--- config.mk ---
export PLATFORM = sky130hd
export DESIGN_NAME = ea_sequencer
export DESIGN_NICKNAME = d
export VERILOG_FILES = /design/src/rtl/ea_pkg.sv /design/src/rtl/ea_addr_gen.sv /design/src/rtl/ea_ctrl.sv /design/src/rtl/ea_sequencer.sv
export SDC_FILE = /design/constraint.sdc
export NUM_CORES = 1
export LEC_CHECK = 0
export ABC_CLOCK_PERIOD_IN_PS = 10660
export CORE_ASPECT_RATIO = 0.7
export CORE_MARGIN = 2
export CORE_UTILIZATION = 45
export DETAILED_ROUTE_END_ITERATION = 8
export DONT_BUFFER_PORTS = 1
export SLEW_MARGIN = 5
export SYNTH_ARGS = -nofsm -noshare
export SYNTH_HDL_FRONTEND = slang
export SYNTH_SLANG_ARGS = --single-unit
--- constraint.sdc ---
create_clock -name clk -period 10.66 [get_ports clk]
set_input_delay 2.665 -clock clk [delete_from_list [all_inputs] [get_ports clk]]
set_output_delay 2.665 -clock clk [all_outputs]
set_load 0.05 [all_outputs]
--- src/rtl/ea_pkg.sv ---
// Shared types for the effective-address sequencer.
// Assumes a 4-bit mode code; codes above MODE_SCALED are unsupported.
package ea_pkg;

    typedef enum logic [3:0] {
        MODE_REG     = 4'd0,
        MODE_IMM     = 4'd1,
        MODE_DISP    = 4'd2,
        MODE_RIND    = 4'd3,
        MODE_INDEXED = 4'd4,
        MODE_ABS     = 4'd5,
        MODE_MEMIND  = 4'd6,
        MODE_POSTINC = 4'd7,
        MODE_PREDEC  = 4'd8,
        MODE_SCALED  = 4'd9
    } ea_mode_e;

    typedef enum logic [1:0] {
        ST_IDLE,
        ST_ISSUE,
        ST_DATA,
        ST_FIN
    } seq_state_e;

endpackage

--- src/rtl/ea_addr_gen.sv ---
// Address generator: combinational decode of one request into the first
// read address, the number of reads, a literal result for modes without
// memory, and the base write-back value.
// Assumes the scale code selects d = 2^scale; all sums wrap modulo 2^DW.
module ea_addr_gen
    import ea_pkg::*;
#(
    parameter int DW  = 32,
    parameter int SCW = 2
) (
    input  ea_mode_e          mode,
    input  logic [DW-1:0]     base,
    input  logic [DW-1:0]     index,
    input  logic [DW-1:0]     imm,
    input  logic [SCW-1:0]    scale,
    output logic [DW-1:0]     addr,
    output logic [1:0]        reads,
    output logic [DW-1:0]     lit,
    output logic              wb_req,
    output logic [DW-1:0]     wb_val
);

    localparam logic [DW-1:0] ONE = {{(DW-1){1'b0}}, 1'b1};

    logic [DW-1:0] step;
    logic [DW-1:0] scaled_idx;

    // Operand size and scaled index, both as left shifts.
    always_comb begin
        step       = ONE << scale;
        scaled_idx = index << scale;
    end

    // Per-mode address, read count, literal and write-back.
    always_comb begin
        addr   = '0;
        reads  = 2'd0;
        lit    = '0;
        wb_req = 1'b0;
        wb_val = '0;
        case (mode)
            MODE_REG:     lit = base;
            MODE_IMM:     lit = imm;
            MODE_DISP:    begin addr = imm + base;  reads = 2'd1; end
            MODE_RIND:    begin addr = base;        reads = 2'd1; end
            MODE_INDEXED: begin addr = base + index; reads = 2'd1; end
            MODE_ABS:     begin addr = imm;         reads = 2'd1; end
            MODE_MEMIND:  begin addr = base;        reads = 2'd2; end
            MODE_POSTINC: begin
                addr   = base;
                reads  = 2'd1;
                wb_req = 1'b1;
                wb_val = base + step;
            end
            MODE_PREDEC: begin
                addr   = base - step;
                reads  = 2'd1;
                wb_req = 1'b1;
                wb_val = base - step;
            end
            MODE_SCALED:  begin addr = imm + base + scaled_idx; reads = 2'd1; end
            default:      lit = '0;
        endcase
    end

endmodule

--- src/rtl/ea_ctrl.sv ---
// Sequencer control: accepts a decoded request, issues up to two memory
// reads (one-cycle latency), chains the indirect read, and presents the
// result for one cycle.
// Assumes mem_rdata is valid exactly one cycle after a read strobe.
module ea_ctrl
    import ea_pkg::*;
#(
    parameter int DW = 32
) (
    input  logic           clk,
    input  logic           rst_n,
    input  logic           req_valid,
    output logic           req_ready,
    input  logic [DW-1:0]  dec_addr,
    input  logic [1:0]     dec_reads,
    input  logic [DW-1:0]  dec_lit,
    input  logic           dec_wb_req,
    input  logic [DW-1:0]  dec_wb_val,
    output logic           mem_rd_en,
    output logic [DW-1:0]  mem_addr,
    input  logic [DW-1:0]  mem_rdata,
    output logic           done,
    output logic [DW-1:0]  operand,
    output logic           wb_en,
    output logic [DW-1:0]  wb_value
);

    seq_state_e     state_q;
    logic [DW-1:0]  addr_q;
    logic [1:0]     pass_q;
    logic [DW-1:0]  opnd_q;
    logic           wb_en_q;
    logic [DW-1:0]  wb_val_q;

    // State machine and datapath registers.
    always_ff @(posedge clk) begin
        if (!rst_n) begin
            state_q  <= ST_IDLE;
            addr_q   <= '0;
            pass_q   <= 2'd0;
            opnd_q   <= '0;
            wb_en_q  <= 1'b0;
            wb_val_q <= '0;
        end else begin
            case (state_q)
                ST_IDLE: if (req_valid) begin
                    addr_q   <= dec_addr;
                    pass_q   <= dec_reads;
                    opnd_q   <= dec_lit;
                    wb_en_q  <= dec_wb_req;
                    wb_val_q <= dec_wb_val;
                    state_q  <= (dec_reads == 2'd0) ? ST_FIN : ST_ISSUE;
                end
                ST_ISSUE: state_q <= ST_DATA;
                ST_DATA: begin
                    if (pass_q == 2'd2) begin
                        addr_q  <= mem_rdata;
                        pass_q  <= 2'd1;
                        state_q <= ST_ISSUE;
                    end else begin
                        opnd_q  <= mem_rdata;
                        state_q <= ST_FIN;
                    end
                end
                default: state_q <= ST_IDLE;
            endcase
        end
    end

    // Outputs decoded from the state.
    always_comb begin
        req_ready = (state_q == ST_IDLE);
        mem_rd_en = (state_q == ST_ISSUE);
        mem_addr  = addr_q;
        done      = (state_q == ST_FIN);
        operand   = opnd_q;
        wb_en     = done && wb_en_q;
        wb_value  = wb_val_q;
    end

    assert_done_single_R11: assert property (@(posedge clk) disable iff (!rst_n)
        done |=> !done);

    assert_busy_after_accept_R12: assert property (@(posedge clk) disable iff (!rst_n)
        (req_valid && req_ready) |=> !req_ready);

    assert_no_ready_on_done_R12: assert property (@(posedge clk) disable iff (!rst_n)
        done |-> !req_ready);

    assert_read_gap_R7: assert property (@(posedge clk) disable iff (!rst_n)
        mem_rd_en |=> (!mem_rd_en && !done && !req_ready));

    assert_wb_with_done_R8: assert property (@(posedge clk) disable iff (!rst_n)
        wb_en |-> done);

endmodule

--- src/rtl/ea_sequencer.sv ---
// Top of the effective-address sequencer: decodes the addressing mode,
// runs the read sequence and returns operand plus optional write-back.
// Assumes a memory port with fixed one-cycle read latency.
module ea_sequencer
    import ea_pkg::*;
#(
    parameter int DW  = 32,
    parameter int SCW = 2
) (
    input  logic            clk,
    input  logic            rst_n,
    input  logic            req_valid,
    output logic            req_ready,
    input  logic [3:0]      req_mode,
    input  logic [DW-1:0]   req_base,
    input  logic [DW-1:0]   req_index,
    input  logic [DW-1:0]   req_imm,
    input  logic [SCW-1:0]  req_scale,
    output logic            mem_rd_en,
    output logic [DW-1:0]   mem_addr,
    input  logic [DW-1:0]   mem_rdata,
    output logic            done,
    output logic [DW-1:0]   operand,
    output logic            wb_en,
    output logic [DW-1:0]   wb_value
);

    logic [DW-1:0] dec_addr;
    logic [1:0]    dec_reads;
    logic [DW-1:0] dec_lit;
    logic          dec_wb_req;
    logic [DW-1:0] dec_wb_val;

    ea_addr_gen #(.DW(DW), .SCW(SCW)) u_gen (
        .mode   (ea_mode_e'(req_mode)),
        .base   (req_base),
        .index  (req_index),
        .imm    (req_imm),
        .scale  (req_scale),
        .addr   (dec_addr),
        .reads  (dec_reads),
        .lit    (dec_lit),
        .wb_req (dec_wb_req),
        .wb_val (dec_wb_val)
    );

    ea_ctrl #(.DW(DW)) u_ctrl (
        .clk        (clk),
        .rst_n      (rst_n),
        .req_valid  (req_valid),
        .req_ready  (req_ready),
        .dec_addr   (dec_addr),
        .dec_reads  (dec_reads),
        .dec_lit    (dec_lit),
        .dec_wb_req (dec_wb_req),
        .dec_wb_val (dec_wb_val),
        .mem_rd_en  (mem_rd_en),
        .mem_addr   (mem_addr),
        .mem_rdata  (mem_rdata),
        .done       (done),
        .operand    (operand),
        .wb_en      (wb_en),
        .wb_value   (wb_value)
    );

endmodule

==> impl_metrics.toml, run 1 <==
[yosys]
synth_cell_type_count = 73
synth_edf_count = 0
netlist.top_cell.by_area = "dfxtp_1"
async_flop_share_pct = 0
yosys_warnings = 0
synth_flop_cell = "dfxtp_1"
synth_nets = 2048
ys_seq_area_share_pct = 15.5
netlist_top_cells_area = "dfxtp_1 (16%), ha_1 (9.7%), a21oi_1 (7.8%)"
yosysTopAreaCellShare_pct = 15.5
synthesis.area_um2 = 13000
syn_inst = 1805
synth_area_per_cell_um2 = 7.23
ys_seq_elements = 101

[worst_setup_path]
cp-end-kind = "register"
worstPathCellList = "ha_1 > fa_1 > a21o_1 > nand4_1 > a31o_2 > a2111oi_0 > o2111ai_1 > nand3_1 > a31oi_1 > xnor2_1 > ha_1 > and3_1 > nand2_1 > o31ai_1 > xor2_1 > a221o_1 > a221o_1 > a22o_1"
start_kind = "primary input"
crit_arrival_ps = 7690
r2r_slack_ps = 7510
crit_required_ps = 10930
slowest_stage = "a2111oi_0"
r2r_cells = 8
path_class = "primary input to register"
critPathMaxStageDelay_ps = 840
cp_max_fo = 9

[sta]
hold_viol = 0
fin_crit_ps = 7420
relSlewSlack_pct = 21.9
rsz0062_at_grt = "false"
tightest_slew_ps = 1160
min_period_over_period_pct = 69.6
fin_worst_skew_ps = 7.49
worst_slack_ps = 3240
slew_violations = 0
fin_tns_setup_ps = 0
max_freq_ghz = 0.135
finalSetupViolCount = 0

[floorplan]
dieArea_um2 = 30400
ios = 237
num_rows = 52
die_height_um = 146
fp.dieW_um = 207
initial_utilization_pct = 45.5
coreArea_um2 = 28700

[global_route]
grt_max_degree = 106
grt_pass1_wl_um = 79100
grt.total_usage_pct = 33.7
grt.overflow.total = 0
grt_pass1_vias = 12890
antenna_found_initial = 0

[routing]
wl_per_cell_um = 25.6
dr.pass1.iters = 6
dr_wl_met3_um = 4280
dr.first_iter.drc_count = 1477
drt_wl_total_um = 53100
ant_nets = 0
drc = 0
highest_layer = "met4"
via_per_inst = 6.64
m1WireLength_um = 22500
dr_wl_met2_um = 24600
routed-via-count = 13806

[clock_network]
post-cts-setup-buffers = 0
cts-root-buf = "clkbuf_16"
cts_tree = "done"
insertion_delay_ps = 370
ctsHoldBuffers = 0
cts_resized = 0
cts.path.max_buffers = 2
cts_sinks = 101
cts-buffers-inserted = 9
cts.clk_slew.worst_paths_ps = 80
htreeDepth = 3

[outcome]
status = "complete, no violations"

[final_layout]
fin_nets = 1938
fin_util_pct = 47.0
synthToLayoutAreaGrowth_pct = 3.33
stdcell_count = 2078
fillers = 2858
antenna_cells = 0
drive_gt1_share_pct = 5.47

[min_path]
hold_path_class = "register to register"
min_path_cells = 2

[placed_design]
place_ws_ps = 2970
hpwl_um = 41800
gp_congestion = 0.966
io_buffer_count = 0
dp_cells = 2062

[pwr]
leakagePower_nw = 5.05
finalPower_mw = 1.75
power_density_nw_per_um2 = 130
vdd_drop_max_mv = 0.0832

[job]
maxCapViolCount = 0
[metal layers]
| layer | up-vias | GRT usage [%] |
|---|---|---|
| met1 | 6553 | 42.5 |
| met4 | 0 | 11.6 |
| met3 | 96 | 8.37 |
| met5 | - | 0 |
| met2 | 594 | 56.0 |
| li1 | 6563 | - |
[critical path, delay by kind of cell]
kind	cells	cell delay, ps
and+or+nand+nor	4	750
adders and majority gates	3	930
AOI/OAI and AO/OA	9	3030
xor gates and xnor gates	2	310
[cell type report]
type | count | area, um^2 | share of cell area [%]
clock buffers | 10 | 239 | 1.77
multi-input cells | 1533 | 10400 | 77.2
clock inverters | 6 | 76.3 | 0.566
inverters | 31 | 116 | 0.864
flip-flops and latches | 101 | 2020 | 15.0
repair buffers | 19 | 143 | 1.06
well taps | 378 | 473 | 3.51
[cell families after synthesis]
kind of cell             after synthesis  share of synthesized area, %
AO/OA/AOI/OAI                        639                          32.0
XOR/XNOR                             109                          7.32
adder cells (fa/ha/maj)              106                          10.5
buffers and inverters                171                          5.10
flip-flops                           101                          15.5
multiplexers                          37                          5.55
AND/OR/NAND/NOR                      642                          24.1
[layout by cell type, fill, tap and decap left out, types with 28 or more instances in the layout]
master    instances
nor2_1          154
a31oi_1          28
a211oi_1         35
ha_1            101
a221oi_1         62
xnor2_1          56
nor2b_1          58
dfxtp_1         101
inv_1            30
nor3_1           63
mux4_2           28
a21oi_1         203
a21o_1           51
nand2_1         160
o21ai_0         108
xor2_1           53
nand3_1          63
[report_power, final]
part | switching [mW] | internal (mW)
Clock | 0.168 | 0.193
Combinational | 0.518 | 0.328
Sequential | 0.137 | 0.410
[per-stage QoR]
step,hold slack (ps),cell area (um^2)
5_1_grt,549,13500
3_5_place_dp,506,13200
6_report,522,13500
3_3_place_gp,488,13200
2_1_floorplan,465,13000
4_1_cts,518,13500
[cells in the mapped netlist, types with 15 or more instances]
library cell and count:
buf_1 17, nand2b_1 21, nor2_1 157, a31oi_1 28, and3_1 15, clkbuf_1 115
ha_1 101, nand2_1 160, mux4_2 28, a211oi_1 35, inv_1 30, nand4_1 17
dfxtp_1 101, o211ai_1 20, nor2b_1 59, xnor2_1 56, nor3_1 66, o21a_1 18
nand3_1 63, a21o_1 51, a21oi_1 203, xor2_1 53, o21ai_0 108, a221oi_1 62
[flip-flops by register name, indices dropped and copies added (netlist names)]
register	flops
u_ctrl.operand	32
u_ctrl.wb_value	32
u_ctrl.mem_addr	32
u_ctrl.pass_q	2
u_ctrl.wb_en_q	1
u_ctrl.state_q	2
[path summary, 6_finish.rpt]
kind | start | to
worst min register to register | u_ctrl.pass_q[0] | u_ctrl.pass_q[0]
worst min-delay path | u_ctrl.pass_q[0] | u_ctrl.pass_q[0]
worst max register to register | u_ctrl.state_q[0] | u_ctrl.operand[17]
worst max-delay path | req_base[0] | u_ctrl.mem_addr[26]
Note: power is estimated with default switching activity, not from simulation.
==> run 2, diff against run 1 <==
ABC_AREA = 1   (was unset)
ABC_CLOCK_PERIOD_IN_PS = 6100   (was 10660)
clock period = 6.1 ns   (was 10.66 ns; I/O delays follow)
==> impl_metrics.toml, run 2 <==
[yosys]
ys_seq_area_share_pct = 14.7
netlist.top_cell.by_area = "nand2_1"
synth_edf_count = 0
synth.most_common_cell = "nand2_1"
synth_area_per_cell_um2 = 5.57
syn_inst = 2460
async_flop_share_pct = 0
synthesis.area_um2 = 13700
netlist_top_cells_count = "nand2_1 (602), inv_1 (295), nor2_1 (260)"
ys_seq_elements = 101
synth_flop_cell = "dfxtp_1"
yosys_warnings = 0
synth_cell_type_count = 49
synth_nets = 2703
yosysTopAreaCellShare_pct = 16.5
netlist_top_cells_area = "nand2_1 (16%), dfxtp_1 (15%), ha_1 (9.2%)"

[clock_network]
cts-root-buf = "clkbuf_16"
cts_tree = "done"
insertion_delay_ps = 360
ctsHoldBuffers = 0
cts.clk_slew.worst_paths_ps = 80
cts-buffers-inserted = 9
post-cts-setup-buffers = 0
cts_sinks = 101
cts.path.max_buffers = 2
htreeDepth = 3
cts_resized = 0

[worst_setup_path]
crit_required_ps = 6330
start_kind = "primary input"
path_class = "primary input to register"
cp_max_fo = 5
crit_arrival_ps = 5970
cp-end-kind = "register"

[final_layout]
antenna_cells = 0
drive_gt1_share_pct = 2.37
synthToLayoutAreaGrowth_pct = 4.89
mostFrequentLayoutCells = "nand2_1 (602), inv_1 (295), nor2_1 (259)"
final_common_cell = "nand2_1"
fin_nets = 2643
final_area_um2 = 14400
fillers = 3422

[floorplan]
coreArea_um2 = 30000
die_height_um = 150
dieArea_um2 = 31900
ios = 237
num_rows = 53
initial_utilization_pct = 45.7
fp.dieW_um = 213

[routing]
drc = 0
routed-via-count = 17257
via_per_inst = 6.13
wl_per_cell_um = 23.2
dr.first_iter.drc_count = 2215
ant_nets = 0
drt_wl_total_um = 65200
dr.pass1.iters = 5

[job]
maxCapViolCount = 0

[sta]
tightest_slew_ps = 1160
fin_worst_skew_ps = 10.6
hold_viol = 0
min_period_over_period_pct = 94.1
fin_tns_setup_ps = 0
finalSetupViolCount = 0
max_freq_ghz = 0.174
fin_crit_ps = 5740
slew_violations = 0
relSlewSlack_pct = 22.3
rsz0062_at_grt = "false"
hold_ws_ps = 469

[placed_design]
gp_congestion = 1.09
io_buffer_count = 0
hpwl_um = 54000
postPlaceCellArea_um2 = 14000

[pwr]
power_density_nw_per_um2 = 254
vdd_drop_max_mv = 0.214
leakagePower_nw = 6.75

[global_route]
grt_max_degree = 95
grt_pass1_wl_um = 93300
grt.overflow.total = 0
antenna_found_initial = 0
grt_pass1_vias = 14892
grt.total_usage_pct = 39.4

[min_path]
hold_path_class = "register to register"

[outcome]
status = "complete, no violations"
run 2: cell count changes after synthesis, moves of 96 or more:
cell,previous run,this run
o21ai_0,108,204
nand2_1,160,602
nor2_1,157,260
inv_1,30,295
nand3_1,63,185
run 2: final cells by class:
type	instances	area [um^2]	area share (%)
Clock buffer	10	239	1.66
Sequential cell	101	2020	14.1
Multi-Input combinational cell	1969	10200	71.1
Timing Repair Buffer	17	128	0.888
Clock inverter	6	118	0.818
Inverter	302	1130	7.88
Tap cell	412	515	3.59
run 2: final timing paths:
kind	end	slack [ps]	start	cells after the start
setup reg to reg	u_ctrl.operand[22]	3300	u_ctrl.state_q[1]	10
hold reg to reg	u_ctrl.pass_q[1]	470	u_ctrl.pass_q[1]	2
setup / recovery	u_ctrl.mem_addr[26]	360	req_base[0]	24
hold / removal	u_ctrl.pass_q[1]	470	u_ctrl.pass_q[1]	2
run 2: cells by family (layout without fill, tap and decap cells):
logic type	Yosys count	after routing	share of synthesized area, %
adders and majority gates	106	106	9.95
xor gates and xnor gates	25	25	1.60
AOI/OAI and AO/OA	652	652	26.3
muxes	2	2	0.146
and+or+nand+nor	1184	1184	36.5
DFF	101	101	14.7
buffers and inverters	390	335	10.8
run 2: worst max-delay path, cell delays in order:
cell      delay, ps
ha_1            240
fa_1            420
nand3_1          90
nand2_1         120
a21boi_0        320
o21ai_1         230
nand2_1         100
nand2_1         130
nand2_1         110
nand3_1          80
and2_1          170
ha_1            380
nand2_1         170
nor2_1          170
inv_1            80
nor2_1          390
and3_1          390
nand2_1         120
nand3_1         120
nand2_1          50
nand3_1         100
nand3_1         100
o21ai_1         250
a21oi_1         100
run 2: metal layers:
metal	vias to the layer above	routed length, um	track usage, %
li1	8197	-	-
met1	7964	28700	55.3
met2	978	26600	58.0
met3	116	7900	11.4
met4	2	2020	11.0
met5	-	68	1.57
run 2: metrics by stage:
step / util (%) / power (mW) / setup slack [ps] / cells
floorplan: - / 2.46 / 1430 / 2460
global placement: 46.8 / 2.89 / 284 / 2801
detailed placement: 46.8 / 2.89 / 252 / 2801
CTS: 48.0 / 3.60 / 611 / 2817
global route: 48.0 / 3.86 / 112 / 2817
finish: 48.0 / 3.65 / 359 / 2817
run 2: power by group:
part | internal [mW] | switching (mW) | leakage, nW | total (mW)
registers | 0.789 | 0.540 | 0.834 | 1.33
clock network | 0.417 | 0.289 | 0.171 | 0.706
logic | 0.498 | 1.12 | 5.74 | 1.62
total | 1.70 | 1.95 | 6.75 | 3.65
